==> config.mk <==
export PLATFORM = sky130hd
export DESIGN_NAME = frame_gate_sched
export DESIGN_NICKNAME = d
export VERILOG_FILES = /design/src/rtl/fgs_pkg.sv /design/src/rtl/fgs_lfsr.sv /design/src/rtl/fgs_gap_counter.sv /design/src/rtl/fgs_window_gate.sv /design/src/rtl/frame_gate_sched.sv
export SDC_FILE = /design/constraint.sdc
export NUM_CORES = 1
export LEC_CHECK = 0
export BUFFER_PORTS_ARGS = -buffer_cell sky130_fd_sc_hd__clkbuf_2
export CORE_MARGIN = 2
export CORE_UTILIZATION = 64
export CTS_CLUSTER_SIZE = 40
export DETAILED_ROUTE_END_ITERATION = 12
export GPL_TIMING_DRIVEN = 0
export PLACE_DENSITY_LB_ADDON = 0.2
export SYNTH_ARGS = -nofsm -noshare
export SYNTH_HDL_FRONTEND = slang
export SYNTH_HIERARCHICAL = 1
export SYNTH_SLANG_ARGS = --single-unit
==> constraint.sdc <==
create_clock -name clk -period 3.9 [get_ports clk]
set_input_delay 0.39 -clock clk [delete_from_list [all_inputs] [get_ports clk]]
set_output_delay 0.39 -clock clk [all_outputs]
set_load 0.05 [all_outputs]
==> src/rtl/fgs_pkg.sv <==
package fgs_pkg;

  typedef enum logic [1:0] {
    MODE_ALWAYS = 2'b00,
    MODE_AVG_A  = 2'b01,
    MODE_AVG_B  = 2'b10,
    MODE_AVG_C  = 2'b11
  } fgs_mode_e;

  // Mask of 2N-1 for the chosen mode; N = 2**(base_log2 + step_log2*(mode-1)).
  function automatic logic [15:0] gap_mask(input logic [1:0] mode,
                                            input int base_log2,
                                            input int step_log2);
    int sh;
    if (mode == MODE_ALWAYS) return 16'd0;
    sh = base_log2 + 1 + step_log2 * (int'(mode) - 1);
    return 16'((32'd1 << sh) - 32'd1);
  endfunction

  // Fibonacci shift-left step with an XOR tap mask.
  function automatic logic [15:0] lfsr_step(input logic [15:0] s,
                                             input logic [15:0] taps);
    return {s[14:0], ^(s & taps)};
  endfunction

endpackage

==> src/rtl/fgs_lfsr.sv <==
module fgs_lfsr #(
  parameter int          W    = 16,
  parameter logic [15:0] TAPS = 16'hB400,
  parameter logic [15:0] SEED = 16'hACE1
) (
  input  logic         clk,
  input  logic         rst_n,
  input  logic         step,
  output logic [W-1:0] state
);
  import fgs_pkg::*;

  logic [15:0] nxt;
  assign nxt = lfsr_step(16'(state), TAPS);

  always_ff @(posedge clk or negedge rst_n) begin
    if (!rst_n)    state <= W'(SEED);
    else if (step) state <= W'(nxt);
  end

  AST_LFSR_NONZERO: assert property (@(posedge clk) disable iff (!rst_n)
    state != '0);

endmodule

==> src/rtl/fgs_gap_counter.sv <==
module fgs_gap_counter #(
  parameter int GAP_W = 8
) (
  input  logic             clk,
  input  logic             rst_n,
  input  logic             frame_start,
  input  logic             disabled,
  input  logic             disable_hit,
  input  logic [GAP_W-1:0] draw,
  output logic             frame_fire,
  output logic             frame_skip,
  output logic             tx_en_q,
  output logic [GAP_W-1:0] gap_q
);
  assign frame_fire = frame_start && !disabled && (gap_q == '0);
  assign frame_skip = frame_start && !disabled && (gap_q != '0);

  always_ff @(posedge clk or negedge rst_n) begin
    if (!rst_n) begin
      tx_en_q <= 1'b0;
      gap_q   <= '0;
    end else begin
      if (disable_hit || disabled) tx_en_q <= 1'b0;
      else if (frame_start)        tx_en_q <= frame_fire;
      if (frame_fire)      gap_q <= draw;
      else if (frame_skip) gap_q <= gap_q - 1'b1;
    end
  end

  AST_GAP_WITHIN_DRAW: assert property (@(posedge clk) disable iff (!rst_n)
    frame_fire |=> gap_q == $past(draw));
  AST_SKIP_COUNTS_DOWN: assert property (@(posedge clk) disable iff (!rst_n)
    frame_skip |=> (gap_q == $past(gap_q) - 1'b1) && !tx_en_q);
  AST_SILENT_WHEN_OFF: assert property (@(posedge clk) disable iff (!rst_n)
    disabled |=> !tx_en_q);

endmodule

==> src/rtl/fgs_window_gate.sv <==
module fgs_window_gate (
  input  logic clk,
  input  logic rst_n,
  input  logic frame_start,
  input  logic tx_en,
  input  logic listen_win,
  input  logic disable_cmd,
  output logic cmd_en,
  output logic disable_hit,
  output logic disabled_q
);
  logic listen_q;
  logic win_done_q;
  logic win_closed;

  assign win_closed  = listen_q && !listen_win;
  assign cmd_en      = tx_en && listen_win && !win_done_q && !disabled_q;
  assign disable_hit = cmd_en && disable_cmd;

  always_ff @(posedge clk or negedge rst_n) begin
    if (!rst_n) begin
      listen_q   <= 1'b0;
      win_done_q <= 1'b0;
      disabled_q <= 1'b0;
    end else begin
      listen_q <= listen_win;
      if (frame_start)     win_done_q <= 1'b0;
      else if (win_closed) win_done_q <= 1'b1;
      if (disable_hit) disabled_q <= 1'b1;
    end
  end

  AST_DISABLE_STICKY: assert property (@(posedge clk) disable iff (!rst_n)
    disabled_q |=> disabled_q);
  AST_ONE_WINDOW: assert property (@(posedge clk) disable iff (!rst_n)
    (win_closed && !frame_start) |=> !cmd_en);
  AST_HIT_SETS_FLAG: assert property (@(posedge clk) disable iff (!rst_n)
    disable_hit |=> disabled_q && !cmd_en);

endmodule

==> src/rtl/frame_gate_sched.sv <==
module frame_gate_sched #(
  parameter int          LFSR_W    = 16,
  parameter logic [15:0] LFSR_TAPS = 16'hB400,
  parameter logic [15:0] LFSR_SEED = 16'hACE1,
  parameter int          BASE_LOG2 = 3,
  parameter int          STEP_LOG2 = 2
) (
  input  logic       clk,
  input  logic       rst_n,
  input  logic       frame_start,
  input  logic [1:0] rand_mode,
  input  logic       listen_win,
  input  logic       disable_cmd,
  output logic       tx_en,
  output logic       cmd_en
);
  import fgs_pkg::*;

  localparam int GAP_W = BASE_LOG2 + 1 + 2 * STEP_LOG2;

  logic [LFSR_W-1:0] lfsr_q;
  logic [15:0]       mask;
  logic [GAP_W-1:0]  draw;
  logic [GAP_W-1:0]  gap_q;
  logic              frame_fire, frame_skip;
  logic              disable_hit, disabled_q;

  assign mask = gap_mask(rand_mode, BASE_LOG2, STEP_LOG2);
  assign draw = GAP_W'(16'(lfsr_q) & mask);

  fgs_lfsr #(.W(LFSR_W), .TAPS(LFSR_TAPS), .SEED(LFSR_SEED)) u_lfsr (
    .clk(clk), .rst_n(rst_n), .step(frame_start), .state(lfsr_q));

  fgs_gap_counter #(.GAP_W(GAP_W)) u_gap (
    .clk(clk), .rst_n(rst_n), .frame_start(frame_start),
    .disabled(disabled_q), .disable_hit(disable_hit), .draw(draw),
    .frame_fire(frame_fire), .frame_skip(frame_skip),
    .tx_en_q(tx_en), .gap_q(gap_q));

  fgs_window_gate u_win (
    .clk(clk), .rst_n(rst_n), .frame_start(frame_start), .tx_en(tx_en),
    .listen_win(listen_win), .disable_cmd(disable_cmd), .cmd_en(cmd_en),
    .disable_hit(disable_hit), .disabled_q(disabled_q));

  AST_ALWAYS_MODE_FIRES: assert property (@(posedge clk) disable iff (!rst_n)
    (frame_start && !disabled_q && rand_mode == MODE_ALWAYS) |=> tx_en);
  AST_GAP_BOUND: assert property (@(posedge clk) disable iff (!rst_n)
    frame_fire |=> 16'(gap_q) <= $past(mask));

endmodule

; Yosys cells after proc, flatten, opt, wreduce, memory -nomap -nowiden
; Cells that the tools add are included.
[classes]
n_addsub = 4
multipliers = 0
div_mod_pow = 0
n_lt_le_gt_ge = 0
eq_ne = 0
shifts = 1
n_mux = 9
n_bitwise = 1
reduce_logical = 19
[ops]
columns = cell, n
row1 = 2-to-1 mux 8 bit, 4
row2 = << shifter 1 x 32 -> 8 bit (first input constant), 1
row3 = XOR reduction 16 bit, 1
row4 = subtractor 8 x 1 -> 8 bit (second input constant), 2
row5 = bitwise AND 8 bit, 1
row6 = logical AND 1 bit, 8
row7 = zero test 8 bit, 1
row8 = nonzero test 8 bit, 1
row9 = nonzero test 2 bit, 3
row10 = adder 4 x 4 -> 5 bit (first input constant), 1
row11 = 2-to-1 mux 1 bit, 5
row12 = zero test 1 bit, 3
row13 = subtractor 2 x 1 -> 3 bit (second input constant), 1
row14 = zero test 2 bit, 1
row15 = logical OR 1 bit, 1
[word_totals]
regBits = 28
latchBits = 0
mem_bits_rw = 0
romBits = 0
inputBits = 7
word_cells = 40
memories = 0

; Depth between registers and ports, before layout
; Gate-level depths: netlist of the first run.
[logic_depth]
ltp_word = 7
ltp_mapped = 5
mapped_depth_nobuf = 5

; Cells and area by module
; Netlist of the first run, hierarchy kept.
[by_module_without_submodules]
columns = module, n_inst, cells_each, area_per_inst_um2, seq_area_each_um2
row1 = fgs_lfsr, 1, 53, 788.3, 410.4
row2 = fgs_gap_counter, 1, 60, 601.8, 225.2
row3 = fgs_window_gate, 1, 10, 123.9, 75.1
row4 = frame_gate_sched, 1, 8, 57.6, 0.0

; Least setup slack after synthesis of the first run
; Ideal clock, no wire load.
[synth_timing]
path_type = reg2out
start = reg u_gap.tx_en_q
end = out cmd_en
arrival_ns = 1.845
setup_slack_ns = 1.665
stages_incl_launch_ff = 3
path_buffers = 0
cell_sequence = dfrtp_1 > nand2_1 > nor3_1
[synth_between]
elab_chain_cells = 3
[synth_lines]
columns = element, line_no
row1 = start: declaration, fgs_gap_counter.sv:12  ; output logic tx_en_q,
row2 = start signal: assignment, fgs_gap_counter.sv:24  ; else if (frame_start) tx_en_q <= frame_fire;
row3 = logical AND 1 bit (3 in a row), fgs_window_gate.sv:17  ; assign cmd_en = tx_en && listen_win && !win_done_q && !disabled_q;
row4 = end: declaration, frame_gate_sched.sv:15  ; output logic cmd_en
; Every way passes these cells.

; Worst setup path in the final report of the first run
[layout_timing]
start = reg u_gap.gap_q[0]
end = reg u_gap.gap_q[0]
[layout_between]
elab_chain_cells = 3
[layout_lines]
columns = element, line_no
row1 = start: declaration, fgs_gap_counter.sv:13  ; output logic [GAP_W-1:0] gap_q
row2 = start signal: assignment, fgs_gap_counter.sv:25  ; if (frame_fire) gap_q <= draw;
row3 = start signal: assignment, fgs_gap_counter.sv:26  ; else if (frame_skip) gap_q <= gap_q - 1'b1;
row4 = "subtractor 8 x 1 -> 8 bit, or another cell as far along", fgs_gap_counter.sv:26
row5 = "2-to-1 mux 8 bit, or another cell as far along", fgs_gap_counter.sv:26
row6 = 2-to-1 mux 8 bit / nonzero test 2 bit (equally long branches), --
; Several ways; a longest one is shown, not always the timed one. The select of a mux whose other input is x is not followed.
; A chain may end at the register's enable or synchronous reset.

==> out/metrics.csv, run 1 <==
metric,value,unit
insertion_delay,330,ps
cts.clk_slew.worst_paths,150,ps
dr.pass1.iters,4,
worst_ir_drop_vdd,0.4636,mV
rsz0062_at_grt,false,
hold_buffers,0,
antenna_found_initial,0,
finalSetupViolations,0,
cts-buffers-inserted,3,
end_kind,flop,
max_freq,520.0,MHz
pwr-share-clk,10.7,%
cts.path.max_buffers,2,
syn_nets,129,
required,4130,ps
rows,17,
grt_pass1_vias,1016,
power_switching,379.3,uW
switching_share,33.51,%
skew,14.16,ps
antenna_cells,0,
cts.repair.resized,0,
nets,142,
setup_tns,0,ps
rr_worst_depth,5,
area.growth.synth_to_final,6.722,%
drc,0,
slowest_delay,490,ps
crit_chain,inv_1 > ha_1 > nor3b_2 > a211oi_1 > a311o_1,
internal_power,752.5,uW
dpl.hpwl,1834,microns
finalHoldViolCount,0,
leakage,0.0007030,uW
pwr-share-comb,37.3,%
avgViaCountPerCell,6.118,
worstPathArrival,2150,ps
hold_class,primary input to async pin,
post-route-min-period,1923,ps
finalCritPeriodShare,49.31,%
vias,985,
dieArea,2760,sq um
wl_per_cell,16.09,microns
outcome,finished clean,
p_per_area,703.4,nW/um^2
numPortBuffers,8,
place.gp.congestion,0.9450,
drv_slew,0,
worstMarginPinSlew,680.1,ps
grt_use_met2,37.08,%
htree_levels,1,
post-cts-setup-buffers,0,
die_h,52.54,microns
wl,2591,microns
grt_use_met3,2.571,%
clock_sinks,28,
drv_cap,0,
grt_max_degree,29,
initial_core_util,68.16,%
final_antenna_net_count,0,
die_w,52.54,microns
crit_path_start_kind,flop,
grt_pass1_wl,4464,microns
cts_tree,yes,
io_pins,9,
drive_gt1_share,41.35,%
busiest_layer,met2,
synth_warnings,6,
netlist_area,1508,sq um
track_usage,22.05,%
slew_headroom,54.66,%
avgSynthCellArea,12.46,sq um
crit_slowest_cell,dfrtp_1,
drtIter0Drc,36,
crit_type,flop to flop,
setup_ws,1977,ps
root_buffer,clkbuf_4,
cp_max_fo,7,
dpl_worst_slack,2051,ps
p_seq_share,52.0,%
use_met1,28.25,%
grt_overflow,0,
core_area,2212,sq um
synthCells,121,
registers in the layout, indices dropped and copies added, names as in the netlist:
register and flops:
u_win/win_done_q 1, u_gap/gap_q 8, u_lfsr/state 16, u_win/listen_q 1
u_win/disabled_q 1, u_gap/tx_en_q 1
metal layers:
layer,part of all wire (%),up-vias
li1,-,460
met1,46,487
met2,48,34
met3,4.2,4
met4,1.7,0
met5,0,-
through the flow:
step | util, % | instances | instance area (sq um) | hold WS (ps) | total power [uW]
final | 72.74 | 161 | 1609 | 70.00 | 1132
after global routing | 72.74 | 161 | 1609 | 109.3 | 1204
after CTS | 72.74 | 161 | 1609 | 90.96 | 1134
after detailed placement | 71.55 | 157 | 1583 | 461.3 | 1010
after global placement | 71.55 | 157 | 1583 | 445.2 | 987.9
after floorplan | - | 121 | 1508 | 94.41 | 914.1
worst max-delay path: cells and delay by family, from the launching register on:
kind            cells  cell delay, ps
compound gates      2             470
fa+ha+maj           1             270
buf+inv             1             130
flops               1             490
simple gates        1             460
final timing paths:
path | from | end | slack [ps]
worst min register to register | u_lfsr/state[8] | u_lfsr/state[9] | 530
min in group clk | listen_win | u_win/listen_q | 220
worst min-delay path | rst_n | u_win/disabled_q | 70
worst max-delay path | u_gap/gap_q[0] | u_gap/gap_q[0] | 1980
max in group asynchronous | rst_n | u_lfsr/state[8] | 3390
worst max register to register | u_gap/gap_q[0] | u_gap/gap_q[0] | 1980
cells in the final DEF, fill, tap and decap left out, types with 2 or more instances in the layout:
cell type and count:
and2_2 2, buf_4 8, o21a_1 4, a21oi_1 2, o211ai_1 2, mux2_2 7, and3_1 2, nor2b_1 2
nor4b_2 2, clkbuf_4 3, nand2_1 3, mux2_4 9, nand3b_1 2, nor2_1 7, clkbuf_2 8, xnor2_1 3
a21o_1 2, nand4_1 2, nand2b_1 2, and2_1 2, dfrtp_1 20, inv_1 3, nor3_1 3, nand3_1 2
dfstp_2 8, o41ai_2 2
power groups by stage:
stage / clock (uW) / sequential, uW / combinational [uW]
floorplan: 0 / 554 / 360
global placement: 0 / 581 / 407
detailed placement: 0 / 592 / 418
CTS: 127 / 587 / 420
global route: 135 / 608 / 461
finish: 121 / 588 / 423
final cells by class:
class | count | area [sq um]
Sequential cell | 28 | 710.7
Multi-Input combinational cell | 79 | 690.7
Fill cell | 145 | 603.1
Buffer | 10 | 91.34
Timing Repair Buffer | 8 | 40.04
Tap cell | 28 | 35.03
Clock buffer | 4 | 26.28
Inverter | 4 | 15.01
Power figures use the tool's default switching activity.
==> inputs of run 2 (changes only) <==
--- a/config.mk
+++ b/config.mk
@@ -5,9 +5,10 @@
 export SDC_FILE = /design/constraint.sdc
 export NUM_CORES = 1
 export LEC_CHECK = 0
+export ABC_AREA = 1
 export BUFFER_PORTS_ARGS = -buffer_cell sky130_fd_sc_hd__clkbuf_2
 export CORE_MARGIN = 2
-export CORE_UTILIZATION = 64
+export CORE_UTILIZATION = 60
 export CTS_CLUSTER_SIZE = 40
 export DETAILED_ROUTE_END_ITERATION = 12
 export GPL_TIMING_DRIVEN = 0
==> constraint.sdc (replaced) <==
create_clock -name clk -period 2 [get_ports clk]
set_input_delay 0.2 -clock clk [delete_from_list [all_inputs] [get_ports clk]]
set_output_delay 0.2 -clock clk [all_outputs]
set_load 0.05 [all_outputs]
==> out/metrics.csv, run 2 <==
metric,value,unit,change
outcome,finished clean,,
core_area,2477,sq um,+12%
crit_path_start_kind,primary input,,
dr.pass1.iters,4,,unchanged
vias,1223,,+24%
dpl.hpwl,2046,microns,+12%
nets,228,,+61%
regMostFlops,u_lfsr/state,,
grt_pass1_wl,4705,microns,+5.4%
multiInputGateArea,613.1,sq um,-11%
die_h,55.24,microns,+5.1%
numPortBuffers,8,,unchanged
fin_cells,249,,+55%
largest_register_ffs,16,,unchanged
worstMarginPinSlew,678.4,ps,-1.656 ps
cts.clk_slew.worst_paths,140,ps,about the same
skew,1.454,ps,-12.71 ps
required,1800,ps,-2330 ps
rows,18,,+1
drv_cap,0,,unchanged
initial_core_util,63.59,%,-4.6 points
synthCells,205,,+69%
rsz0062_at_grt,false,,
drc,0,,unchanged
drive_gt1_share,24.20,%,-17 points
synth_warnings,6,,unchanged
avgSynthCellArea,7.684,sq um,-38%
post-cts-setup-buffers,0,,unchanged
grt_pass1_vias,1124,,+11%
track_usage,19.24,%,-2.8 points
end_kind,output pin,,
dieArea,3051,sq um,+11%
cts_tree,yes,,
netlist_area,1575,sq um,+4.5%
wl_per_cell,11.00,microns,-32%
largestRegisters,"u_lfsr/state: 16 flops, u_gap/gap_q: 8 flops",,
layout_commonest_cell,nand2_1,,
crit_type,primary input to output pin,,
cp_max_fo,3,,-4
leakage,0.0009061,uW,+29%
cts.repair.resized,0,,unchanged
root_buffer,clkbuf_4,,
area.growth.synth_to_final,8.499,%,
clock_sinks,28,,unchanged
place_area,1653,sq um,+4.4%
antenna_found_initial,0,,unchanged
drv_slew,0,,unchanged
cts-buffers-inserted,3,,unchanged
setup_tns,0,ps,unchanged
htree_levels,1,,unchanged
finalHoldViolCount,0,,unchanged
hold_buffers,2,,+2
slew_headroom,54.77,%,+0.11 points
syn_nets,213,,+65%
drtIter0Drc,66,,+83%
wl,2738,microns,+5.7%
place.gp.congestion,0.8369,,-11%
final_antenna_net_count,0,,unchanged
hold_class,primary input to flop,,
seq_area,710.7,sq um,unchanged
die_w,55.24,microns,+5.1%
fill_cells,219,,+51%
p_per_area,706.9,nW/um^2,+0.50%
setup_ws,515.6,ps,-1462 ps
grt_overflow,0,,unchanged
hold_ws,86.70,ps,+16.70 ps
dpl_worst_slack,569.4,ps,-1482 ps
final_area,1709,sq um,+6.2%
dp.cells,243,,+55%
post-route-min-period,1484,ps,
avgViaCountPerCell,4.912,,-20%
cts.path.max_buffers,2,,unchanged
finalCritPeriodShare,74.22,%,
layout_common_cells,"nand2_1, inv_1, dfrtp_1",,
grt_max_degree,29,,unchanged
max_freq,673.7,MHz,
worst_ir_drop_vdd,0.6472,mV,+40%
finalSetupViolations,0,,unchanged
antenna_cells,0,,unchanged
io_pins,9,,unchanged
worstPathArrival,1280,ps,-870 ps
insertion_delay,320,ps,about the same
run 2: cell types whose count changed in the layout (fill, tap and decap cells not counted), moves of 7 or more:
cell / delta
nand2_1: +56
inv_1: +30
nor2_1: +12
o21ai_0: +11
nand3_1: +10
mux2_4: -9
mux2_2: -7
run 2: layout make-up:
type,count,area share (%)
Buffer,11,6.003
Clock buffer,4,2.123
Inverter,37,8.712
Multi-Input combinational cell,129,35.87
Sequential cell,28,41.58
Tap cell,30,2.196
Timing Repair Buffer,10,3.514
run 2: power by group:
group | switching [uW] | internal, uW
Sequential | 45.6 | 657
Clock | 156 | 111
Combinational | 121 | 117
run 2: path summary, 6_finish.rpt:
kind | slack, ps | to | cells after the start | from
max in group asynchronous | 1140 | u_lfsr/state[3] | 2 | rst_n
worst min-delay path | 90 | u_win/win_done_q | 2 | frame_start
worst max register to register | 540 | u_gap/gap_q[4] | 7 | u_gap/gap_q[0]
worst max-delay path | 520 | cmd_en | 5 | listen_win
worst min register to register | 480 | u_lfsr/state[0] | 2 | u_lfsr/state[0]
min in group asynchronous | 430 | u_lfsr/state[8] | 2 | rst_n
run 2: stage by stage:
step	util [%]	power, uW
2_1_floorplan	-	890.6
3_3_place_gp	66.72	939.2
3_5_place_dp	66.72	949.5
4_1_cts	68.99	1225
5_1_grt	68.99	1295
6_report	68.99	1208
run 2: routing by layer:
layer	share of wire [%]	routed length [microns]	up-vias	global-route usage (%)
met5	0	0	-	0
met4	1.4	38	0	8.014
li1	-	-	649	-
met1	45	1236	552	22.84
met3	2.2	59	4	2.342
met2	51	1404	18	34.86
run 2: worst max-delay path, stage by stage:
cell,delay [ps]
dlygate4sd3_1,520
clkbuf_2,130
nand2_2,60
nor2_1,100
clkbuf_2,280
==> inputs of run 3 (changes only) <==
--- a/config.mk
+++ b/config.mk
@@ -8,7 +8,7 @@
 export ABC_AREA = 1
 export BUFFER_PORTS_ARGS = -buffer_cell sky130_fd_sc_hd__clkbuf_2
 export CORE_MARGIN = 2
-export CORE_UTILIZATION = 60
+export CORE_UTILIZATION = 54
 export CTS_CLUSTER_SIZE = 40
 export DETAILED_ROUTE_END_ITERATION = 12
 export GPL_TIMING_DRIVEN = 0
==> constraint.sdc (replaced) <==
create_clock -name clk -period 1.3 [get_ports clk]
set_input_delay 0.13 -clock clk [delete_from_list [all_inputs] [get_ports clk]]
set_output_delay 0.13 -clock clk [all_outputs]
set_load 0.05 [all_outputs]
==> out/metrics.csv, run 3 (synthesized netlist as in run 2, its figures left out) <==
metric,value,unit,change
antenna_found_initial,0,,unchanged
crit_slowest_cell,dfrtp_1,,
nets,239,,+4.8%
slew_headroom,54.43,%,-0.34 points
finalHoldViolCount,0,,unchanged
initial_core_util,57.12,%,-6.5 points
die_w,58.01,microns,+5.0%
crit_chain,inv_2 > ha_4 > nand2_4 > nor2_4 > nand2_4 > nand3_2 > nand2_2,,
worst_ir_drop_vdd,0.9989,mV,+54%
io_pins,9,,unchanged
finalCritPeriodShare,98.29,%,
rrSetupSlack,20,ps,-520 ps
hold_class,primary input to flop,,
drv_slew,0,,unchanged
wl,3005,microns,+9.8%
setup_tns,0,ps,unchanged
dr.pass1.iters,4,,unchanged
rr_worst_depth,7,,unchanged
dieArea,3365,sq um,+10%
grt_pass1_vias,1217,,+8.3%
grt_max_degree,29,,unchanged
antenna_cells,0,,unchanged
skew,7.604,ps,+6.150 ps
finalSetupViolations,0,,unchanged
grt_pass1_wl,4919,microns,+4.5%
p_per_area,1058,nW/um^2,+50%
die_h,58.01,microns,+5.0%
drc,0,,unchanged
wl_per_cell,11.51,microns,+4.7%
hold_ws,40.62,ps,-46.08 ps
min-delay-start,disable_cmd,,
grt_overflow,0,,unchanged
cts_tree,yes,,
use_met1,23.43,%,+0.59 points
r2r-start,u_gap/gap_q[1],,
place.gp.congestion,0.8565,,+2.3%
dpl.hpwl,2031,microns,-0.75%
drv_cap,0,,unchanged
rsz0062_at_grt,true,,
outcome,finished clean,,
whs_endpoint,u_win/disabled_q,,
insertion_delay,330,ps,about the same
largest_register_ffs,16,,unchanged
crit_path_start_kind,flop,,
slowest_delay,430,ps,-90 ps
numPortBuffers,8,,unchanged
final_antenna_net_count,0,,unchanged
area.growth.synth_to_final,21.53,%,
drive_gt1_share,35.65,%,+11 points
worstMarginPinSlew,683.5,ps,+5.064 ps
max_freq,782.6,MHz,
largestRegisters,"u_lfsr/state: 16 flops, u_gap/gap_q: 8 flops",,
drtIter0Drc,73,,+11%
vias,1291,,+5.6%
rows,19,,+1
htree_levels,1,,unchanged
layout_commonest_cell,nand2_1,,
cp_max_fo,5,,+2
hold_depth,3,,+1
grt_use_met2,33.12,%,-1.7 points
final_area,1914,sq um,+12%
critPathMostFrequentCell,nand2_4,,
layout_common_cells,"nand2_1, inv_1, dfrtp_1",,
crit_type,flop to flop,,
worstPathArrival,1520,ps,+240 ps
grt_use_met3,2.232,%,-0.11 points
cts.path.max_buffers,2,,unchanged
busiest_layer,met2,,
cts.clk_slew.worst_paths,150,ps,about the same
avgViaCountPerCell,4.946,,+0.71%
core_area,2758,sq um,+11%
leakage,0.0009912,uW,+9.4%
end_kind,flop,,
clock_sinks,28,,unchanged
root_buffer,clkbuf_4,,
post-route-min-period,1278,ps,
worstReg2RegEnd,u_gap/gap_q[3],,
regMostFlops,u_lfsr/state,,
place_area,1662,sq um,+0.53%
required,1540,ps,-260 ps
cts-buffers-inserted,3,,unchanged
track_usage,19.14,%,-0.10 points
[run 3: cell count changes in the layout (fill, tap and decap cells not counted), moves of 3 or more]
cell	delta
nand2_1	-5
nand2_2	+3
nor2_1	-3
buf_4	+10
nor2_4	+4
inv_2	+4
inv_1	-4
o21ai_0	-3
[run 3: per-stage QoR]
| stage | util, % | power, uW | setup WS (ps) | std cells |
|---|---|---|---|---|
| detailed placement | 60.25 | 1461 | -132.1 | 244 |
| global route | 69.42 | 2145 | -44.76 | 261 |
| floorplan | - | 1370 | 29.27 | 205 |
| finish | 69.42 | 2026 | 22.22 | 261 |
| CTS | 65.52 | 2038 | 2.089 | 254 |
| global placement | 60.25 | 1447 | -102.2 | 244 |
[run 3: routing by layer]
layer / wire (microns) / share of wire (%) / vias to the layer above
met5: 0 / 0 / -
met4: 33 / 1.1 / 0
met3: 67 / 2.2 / 4
met2: 1545 / 51 / 20
met1: 1359 / 45 / 598
li1: - / - / 669
[run 3: worst max-delay path, delay by kind of cell, from the launching register on]
kind / cells / cell delay [ps]
flip-flops: 1 / 430
adder cells (fa/ha/maj): 1 / 150
buffers and inverters: 1 / 80
AND/OR/NAND/NOR: 5 / 520
[run 3: cell type report]
type                       count  area [sq um]
inverter                      37         148.9
multi-input combinational    129         704.4
clock buffer                   3         22.52
clock inverter                 1         30.03
sequential                    28         711.9
fill                         227         843.3
timing repair buffer          21         155.1
buffer                        11         102.6
tap                           31         38.79
[run 3: worst max path at each step]
stage                      from        endpoint  slack [ps]  cells after the start
3_3_place_gp     u_gap/gap_q[0]  u_gap/gap_q[4]        -100                      7
6_report         u_gap/gap_q[1]  u_gap/gap_q[3]          20                      7
5_1_grt          u_gap/gap_q[0]  u_gap/gap_q[3]         -40                      7
2_1_floorplan    u_gap/gap_q[0]  u_gap/gap_q[2]          30                      7
3_5_place_dp     u_gap/gap_q[0]  u_gap/gap_q[2]        -130                      7
4_1_cts        u_win/disabled_q          cmd_en           2                      4
[run 3: power breakdown]
part           switching (uW)  leakage, uW  internal (uW)
clock network             252    0.0000279            312
registers                67.4     0.000329           1010
logic                     196     0.000634            187
[run 3: timing repair]
item | in CTS | in global routing
buffers inserted | 3 | 7
setup endpoints to repair | 10 | 10
hold buffers | 3 | 0
pin swaps | 3 | 5
endpoints found under the hold margin | 22 | 0
cloned | 0 | 0
gates resized for setup | 12 | 19
